<file path="config.mk">
export PLATFORM = sky130hd
export DESIGN_NAME = vga_sram_scan
export DESIGN_NICKNAME = d
export VERILOG_FILES = /design/src/rtl/vga_scan_pkg.sv /design/src/rtl/vga_scan_counter.sv /design/src/rtl/vga_scan_timing.sv /design/src/rtl/vga_scan_addr.sv /design/src/rtl/vga_scan_colour.sv /design/src/rtl/vga_sram_scan.sv
export SDC_FILE = /design/constraint.sdc
export NUM_CORES = 1
export LEC_CHECK = 0
export CAP_MARGIN = 20
export CORE_UTILIZATION = 40
export CTS_BUF_LIST = sky130_fd_sc_hd__clkbuf_8 sky130_fd_sc_hd__clkbuf_16
export CTS_CLUSTER_DIAMETER = 30
export CTS_CLUSTER_SIZE = 25
export DETAILED_ROUTE_END_ITERATION = 12
export GPL_TIMING_DRIVEN = 0
export HOLD_SLACK_MARGIN = 0.06
export PLACE_DENSITY_LB_ADDON = 0.08
export REMOVE_ABC_BUFFERS = 1
export SETUP_SLACK_MARGIN = 0.3
export SYNTH_ARGS = -nofsm -noshare
export SYNTH_HDL_FRONTEND = slang
export SYNTH_SLANG_ARGS = --single-unit
</file>
<file path="constraint.sdc">
create_clock -name clk -period 1.99 [get_ports clk]
set_input_delay 0.597 -clock clk [delete_from_list [all_inputs] [get_ports clk]]
set_output_delay 0.597 -clock clk [all_outputs]
set_load 0.02 [all_outputs]
</file>
<file path="src/rtl/vga_scan_pkg.sv">
package vga_scan_pkg;

   // registered per-position status, one flop each
   typedef struct packed {
      logic hsync_n;
      logic vsync_n;
      logic pix_vis;
      logic vblank;
      logic frame_start;
   } scan_flags_t;

   localparam scan_flags_t FLAGS_IDLE = '{
      hsync_n:     1'b1,
      vsync_n:     1'b1,
      pix_vis:     1'b0,
      vblank:      1'b0,
      frame_start: 1'b0
   };

endpackage

</file>
<file path="src/rtl/vga_scan_counter.sv">
module vga_scan_counter #(
   parameter int H_TOTAL = 800,
   parameter int V_TOTAL = 512,
   parameter int H_W     = 10,
   parameter int V_W     = 9
) (
   input  logic           clk,
   input  logic           rst_n,
   output logic [H_W-1:0] h_cnt,
   output logic [V_W-1:0] v_cnt
);

   localparam logic [H_W-1:0] H_LAST = H_W'(H_TOTAL - 1);
   localparam logic [V_W-1:0] V_LAST = V_W'(V_TOTAL - 1);

   always_ff @(posedge clk or negedge rst_n) begin
      if (!rst_n) begin
         h_cnt <= '0;
         v_cnt <= '0;
      end else if (h_cnt == H_LAST) begin
         h_cnt <= '0;
         v_cnt <= (v_cnt == V_LAST) ? '0 : v_cnt + 1'b1;
      end else begin
         h_cnt <= h_cnt + 1'b1;
      end
   end

endmodule

</file>
<file path="src/rtl/vga_scan_timing.sv">
module vga_scan_timing
   import vga_scan_pkg::*;
#(
   parameter int H_W      = 10,
   parameter int V_W      = 9,
   parameter int COL_BITS = 8,
   parameter int HS_START = 600,
   parameter int HS_LEN   = 70,
   parameter int V_ACTIVE = 480,
   parameter int VS_LINE  = 490
) (
   input  logic           clk,
   input  logic           rst_n,
   input  logic [H_W-1:0] h_cnt,
   input  logic [V_W-1:0] v_cnt,
   output scan_flags_t    flags_q,
   output logic [V_W-1:0] line_q
);

   localparam int COLS = 1 << COL_BITS;
   localparam logic [H_W-1:0] HS_BEG  = H_W'(HS_START);
   localparam logic [H_W-1:0] HS_END  = H_W'(HS_START + HS_LEN);
   localparam logic [H_W-1:0] VIS_END = H_W'(2 * (COLS - 1));
   localparam logic [V_W-1:0] VACT    = V_W'(V_ACTIVE);
   localparam logic [V_W-1:0] VS_A    = V_W'(VS_LINE);
   localparam logic [V_W-1:0] VS_B    = V_W'(VS_LINE + 1);

   scan_flags_t nxt;

   always_comb begin
      nxt.hsync_n     = !((h_cnt >= HS_BEG) && (h_cnt < HS_END));
      nxt.vsync_n     = !((v_cnt == VS_A) || (v_cnt == VS_B));
      nxt.pix_vis     = (h_cnt < VIS_END) && (v_cnt < VACT);
      nxt.vblank      = (v_cnt >= VACT);
      nxt.frame_start = (h_cnt == '0) && (v_cnt == '0);
   end

   always_ff @(posedge clk or negedge rst_n) begin
      if (!rst_n) begin
         flags_q <= FLAGS_IDLE;
         line_q  <= '0;
      end else begin
         flags_q <= nxt;
         line_q  <= v_cnt;
      end
   end

endmodule

</file>
<file path="src/rtl/vga_scan_addr.sv">
module vga_scan_addr #(
   parameter int H_W      = 10,
   parameter int V_W      = 9,
   parameter int COL_BITS = 8,
   parameter int ADDR_W   = COL_BITS + V_W + 2
) (
   input  logic              clk,
   input  logic              rst_n,
   input  logic              bank_sel,
   input  logic              page_sel,
   input  logic [H_W-1:0]    h_cnt,
   input  logic [V_W-1:0]    v_cnt,
   output logic [ADDR_W-1:0] addr_q
);

   localparam logic [H_W-1:0] ACT_END = H_W'(2 * (1 << COL_BITS));

   logic [COL_BITS-1:0] col;
   logic [H_W-1:0]      half;

   // two clocks per framebuffer column
   assign half = h_cnt >> 1;

   always_comb begin
      col = (h_cnt < ACT_END) ? half[COL_BITS-1:0] : '0;
   end

   always_ff @(posedge clk or negedge rst_n) begin
      if (!rst_n) addr_q <= '0;
      else        addr_q <= {bank_sel, page_sel, v_cnt, col};
   end

endmodule

</file>
<file path="src/rtl/vga_scan_colour.sv">
module vga_scan_colour #(
   parameter int DATA_W = 8
) (
   input  logic              clk,
   input  logic              rst_n,
   input  logic              pix_vis_q,
   input  logic              hsync_n,
   input  logic              vsync_n,
   input  logic [DATA_W-1:0] sram_data,
   output logic              buf_oe_n,
   output logic [DATA_W-1:0] rgb_out
);

   logic buf_en_q;

   // one clock behind the SRAM enable to cover read latency
   always_ff @(posedge clk or negedge rst_n) begin
      if (!rst_n) buf_en_q <= 1'b0;
      else        buf_en_q <= pix_vis_q;
   end

   assign buf_oe_n = !buf_en_q || !hsync_n || !vsync_n;

   for (genvar b = 0; b < DATA_W; b++) begin : g_gate
      assign rgb_out[b] = sram_data[b] & !buf_oe_n;
   end

endmodule

</file>
<file path="src/rtl/vga_sram_scan.sv">
module vga_sram_scan
   import vga_scan_pkg::*;
#(
   parameter int H_TOTAL   = 800,
   parameter int HS_START  = 600,
   parameter int HS_LEN    = 70,
   parameter int COL_BITS  = 8,
   parameter int LINE_BITS = 9,
   parameter int V_TOTAL   = 512,
   parameter int V_ACTIVE  = 480,
   parameter int VS_LINE   = 490,
   parameter int DATA_W    = 8,
   localparam int ADDR_W   = COL_BITS + LINE_BITS + 2
) (
   input  logic                 clk,
   input  logic                 rst_n,
   input  logic                 bank_sel,
   input  logic                 page_sel,
   input  logic [DATA_W-1:0]    sram_data,
   output logic                 hsync_n,
   output logic                 vsync_n,
   output logic [ADDR_W-1:0]    sram_addr,
   output logic                 sram_oe_n,
   output logic                 buf_oe_n,
   output logic [DATA_W-1:0]    rgb_out,
   output logic                 frame_start,
   output logic [LINE_BITS-1:0] line_num,
   output logic                 vblank
);

   localparam int H_W  = $clog2(H_TOTAL + 1);
   localparam int V_W  = LINE_BITS;
   localparam int COLS = 1 << COL_BITS;

   if (H_W <= COL_BITS) begin : g_bad_hw
      $error("line counter narrower than column field");
   end
   if (HS_START < 2 * COLS || HS_LEN < 1 || HS_START + HS_LEN > H_TOTAL) begin : g_bad_hs
      $error("horizontal sync must lie after active video and inside the line");
   end
   if (V_ACTIVE >= V_TOTAL || V_TOTAL > (1 << LINE_BITS)) begin : g_bad_v
      $error("vertical totals do not fit the line field");
   end
   if (VS_LINE < V_ACTIVE || VS_LINE + 2 > V_TOTAL) begin : g_bad_vs
      $error("vertical sync must lie inside the blank lines");
   end

   logic [H_W-1:0] h_cnt;
   logic [V_W-1:0] v_cnt;
   scan_flags_t    flags_q;

   vga_scan_counter #(
      .H_TOTAL(H_TOTAL), .V_TOTAL(V_TOTAL), .H_W(H_W), .V_W(V_W)
   ) u_cnt (
      .clk(clk), .rst_n(rst_n), .h_cnt(h_cnt), .v_cnt(v_cnt)
   );

   vga_scan_timing #(
      .H_W(H_W), .V_W(V_W), .COL_BITS(COL_BITS), .HS_START(HS_START),
      .HS_LEN(HS_LEN), .V_ACTIVE(V_ACTIVE), .VS_LINE(VS_LINE)
   ) u_tim (
      .clk(clk), .rst_n(rst_n), .h_cnt(h_cnt), .v_cnt(v_cnt),
      .flags_q(flags_q), .line_q(line_num)
   );

   vga_scan_addr #(
      .H_W(H_W), .V_W(V_W), .COL_BITS(COL_BITS), .ADDR_W(ADDR_W)
   ) u_addr (
      .clk(clk), .rst_n(rst_n), .bank_sel(bank_sel), .page_sel(page_sel),
      .h_cnt(h_cnt), .v_cnt(v_cnt), .addr_q(sram_addr)
   );

   assign hsync_n     = flags_q.hsync_n;
   assign vsync_n     = flags_q.vsync_n;
   assign sram_oe_n   = !flags_q.pix_vis;
   assign frame_start = flags_q.frame_start;
   assign vblank      = flags_q.vblank;

   vga_scan_colour #(.DATA_W(DATA_W)) u_col (
      .clk(clk), .rst_n(rst_n), .pix_vis_q(flags_q.pix_vis),
      .hsync_n(flags_q.hsync_n), .vsync_n(flags_q.vsync_n),
      .sram_data(sram_data), .buf_oe_n(buf_oe_n), .rgb_out(rgb_out)
   );

endmodule

</file>
==> reports/qor.yml <==
drt:
  num_vias: 1453
  routed_wl_um: 4020
  first_iter_violations: 36
  via_per_inst: 5.15
  drtPass1Iterations: 4
  ant_nets: 0
  wl_per_cell_um: 14.3
  drc: 0
placement:
  place_hpwl_um: 2570
  placed_cell_area_um2: 2430
  dp.cells: 265
  port_buffers: 53
  gp_congestion: 0.775
critical_path:
  required_ns: 1.39
  path_cells: "clkdlybuf4s50_1, and2_4, buf_6"
  cp_slowest_stage_delay_ns: 0.48
  crit_slowest_cell: "clkdlybuf4s50_1"
  crit_type: "in2out"
  cp.arrival_ns: 1.32
  cp_max_fo: 1
  worstSetupEndpointType: "primary output"
  crit_path_start_kind: "input pin"
clock_network:
  root_buffer: "clkbuf_8"
  htreeDepth: 2
  hold_buffers: 0
  cts_buffer_depth: 2
  clkLatencyLatePin_ns: 0.30
  path_clk_slew_ns: 0.09
  clkSinkCount: 44
  cts_buffers: 5
  tritoncts: "built"
status:
  status: "complete, no violations"
floorplanning:
  initial_core_util_pct: 42.9
  die_area_um2: 5110
  die_h_um: 71.5
  num_rows: 24
  coreArea_um2: 4500
  ioPinCount: 54
  die_w_um: 71.5
global_route:
  grt_max_degree: 42
  grt_busiest_layer: "met2"
  antenna_found_initial: 0
  overflow: 0
  met2_usage_pct: 27.3
  grt.total_usage_pct: 16.7
  met3_usage_pct: 4.64
  grt_first_pass_wirelength_um: 6520
  met1_usage_pct: 21.7
  grt_pass1_vias: 1334
synthesis:
  synthTopCellsByArea: "dfrtp_1 54%, buf_4 3.9%, ha_1 3.9%, nor2_1 3.3%, and2_1 2.9%"
  synth.top_cell.area_share_pct: 54.4
  yosys_warnings: 0
  syn_inst: 178
  synth_flop_cell: "dfrtp_1"
  yosysTopAreaCell: "dfrtp_1"
  synthArstFlopShare_pct: 100
  ys_seq_area_share_pct: 57.1
  ys_ff_latch: 44
  netlist_area_um2: 1930
  syn_area_per_cell_um2: 10.9
  synth_edf_count: 0
  yosys.cell_types.count: 35
sta:
  fin_crit_sh_pct: 96.5
  min_period_ns: 1.92
  max_freq_mhz: 521
  finClkSkew_ns: 0.00795
  setup_tns_ns: 0
  slew_headroom_pct: 64.1
  worst_hold_slack_ns: 0.0913
  report.final.slew_viol_count: 0
  hold_viol: 0
  setup_viol: 0
  rsz0062_at_grt: "true"
  worst_pin_slew_ns: 0.539
power:
  irDropWorstVdd_mv: 0.408
  power_switching_uw: 353
  p_int_uw: 1320
  comb_power_share_pct: 5.4
  pwr-share-seq_pct: 53.5
  powerDensity_nw_per_um2: 624
  p_sw_share_pct: 21.0
  clkPwrFrac_pct: 41.1
  p_leak_uw: 0.00133
cells_and_area:
  layout_common_cells: "40 x dfrtp_1, 31 x dlygate4sd2_1, 15 x nor2_1, 11 x buf_6, 10 x clkdlybuf4s50_1"
  final_common_cell: "dfrtp_1"
  areaGrowthSynthToFinish_pct: 39.1
  final_cells: 282
  drive_above_1_share_pct: 26.1
  fin_area_um2: 2690
  nets: 247
  diodes: 0
  post-route-util_pct: 59.6
flow_run:
  drv_cap: 0
worst_hold_path:
  hp-class: "in2async"
-- sequential cells by signal, summed over array words and instances, names as in the netlist --
register        flops
u_cnt.h_cnt        10
u_tim.flags_q       5
u_cnt.v_cnt         9
u_col.buf_en_q      1
u_addr.addr_q      19
-- cells in the mapped netlist, types with 3 or more instances --
| cell | count |
|---|---|
| a21oi_1 | 3 |
| a31oi_1 | 4 |
| and2_1 | 9 |
| and3_1 | 4 |
| and4_1 | 3 |
| buf_2 | 3 |
| buf_4 | 10 |
| clkbuf_1 | 5 |
| dfrtp_1 | 42 |
| ha_1 | 6 |
| inv_1 | 7 |
| nand2_1 | 9 |
| nand3_1 | 8 |
| nor2_1 | 17 |
| nor2b_1 | 7 |
| nor3_1 | 3 |
| o21ai_0 | 3 |
| o21ai_1 | 7 |
| o31ai_1 | 3 |
| xnor2_1 | 4 |
| xor2_1 | 3 |
-- what timing repair did --
action,in CTS,in global routing
setup endpoints to repair,50,18
pin swaps,3,13
gates cloned,1,0
gates resized for setup,99,30
buffers inserted,8,0
-- metrics by stage --
step / power (µW) / setup WS [ns]
floorplan: 934 / 0.0844
global placement: 992 / -0.779
detailed placement: 996 / -0.371
CTS: 1680 / 0.0544
global route: 1750 / 0.0305
finish: 1680 / 0.0692
-- cell type report --
cell class	instances	area (µm²)
clock buffer	5	68.8
clock inverter	3	46.3
fill	365	1820
inverter	7	26.3
multi-input combinational	109	798
sequential	44	1110
tap	52	65.1
timing repair buffer	62	576
-- per-layer routing --
layer	vias to the layer above	share of wire [%]
li1	693	-
met1	702	45
met2	52	48
met3	6	6.1
met4	0	1.1
met5	-	0
-- power by group through the flow --
| stage | sequential, µW | clock, µW | combinational, µW |
|---|---|---|---|
| 5_1_grt | 896 | 752 | 98.0 |
| 3_3_place_gp | 914 | 0 | 78.3 |
| 6_report | 896 | 689 | 90.4 |
| 3_5_place_dp | 914 | 0 | 82.7 |
| 4_1_cts | 896 | 707 | 80.6 |
| 2_1_floorplan | 917 | 0 | 17.1 |
-- logic make-up after synthesis --
group	count (synthesis)	share of synthesized area, %
adder cells (fa/ha/maj)	6	3.89
AND/OR/NAND/NOR	73	21.7
flip-flops	44	57.1
XOR/XNOR	7	3.17
AO/OA/AOI/OAI	22	6.93
buffers and inverters	26	7.19
-- path summary, 6_finish.rpt --
check                                  from                 to  slack [ns]  depth (start not counted)
max in group asynchronous             rst_n   u_tim.flags_q[3]        1.42                          2
setup reg to reg             u_cnt.v_cnt[1]     u_cnt.v_cnt[7]        0.27                          9
min in group clk           u_tim.flags_q[2]     u_col.buf_en_q        0.41                          0
setup / recovery               sram_data[6]         rgb_out[6]        0.07                          3
hold reg to reg            u_tim.flags_q[2]     u_col.buf_en_q        0.41                          0
hold / removal                        rst_n  u_addr.addr_q[14]        0.09                          1
-- worst max-delay path: cells and delay by family --
kind | cells | cell delay [ns]
and+or+nand+nor | 1 | 0.14
buffers and inverters | 2 | 0.58
No activity file was read; power rests on OpenSTA's default activity.
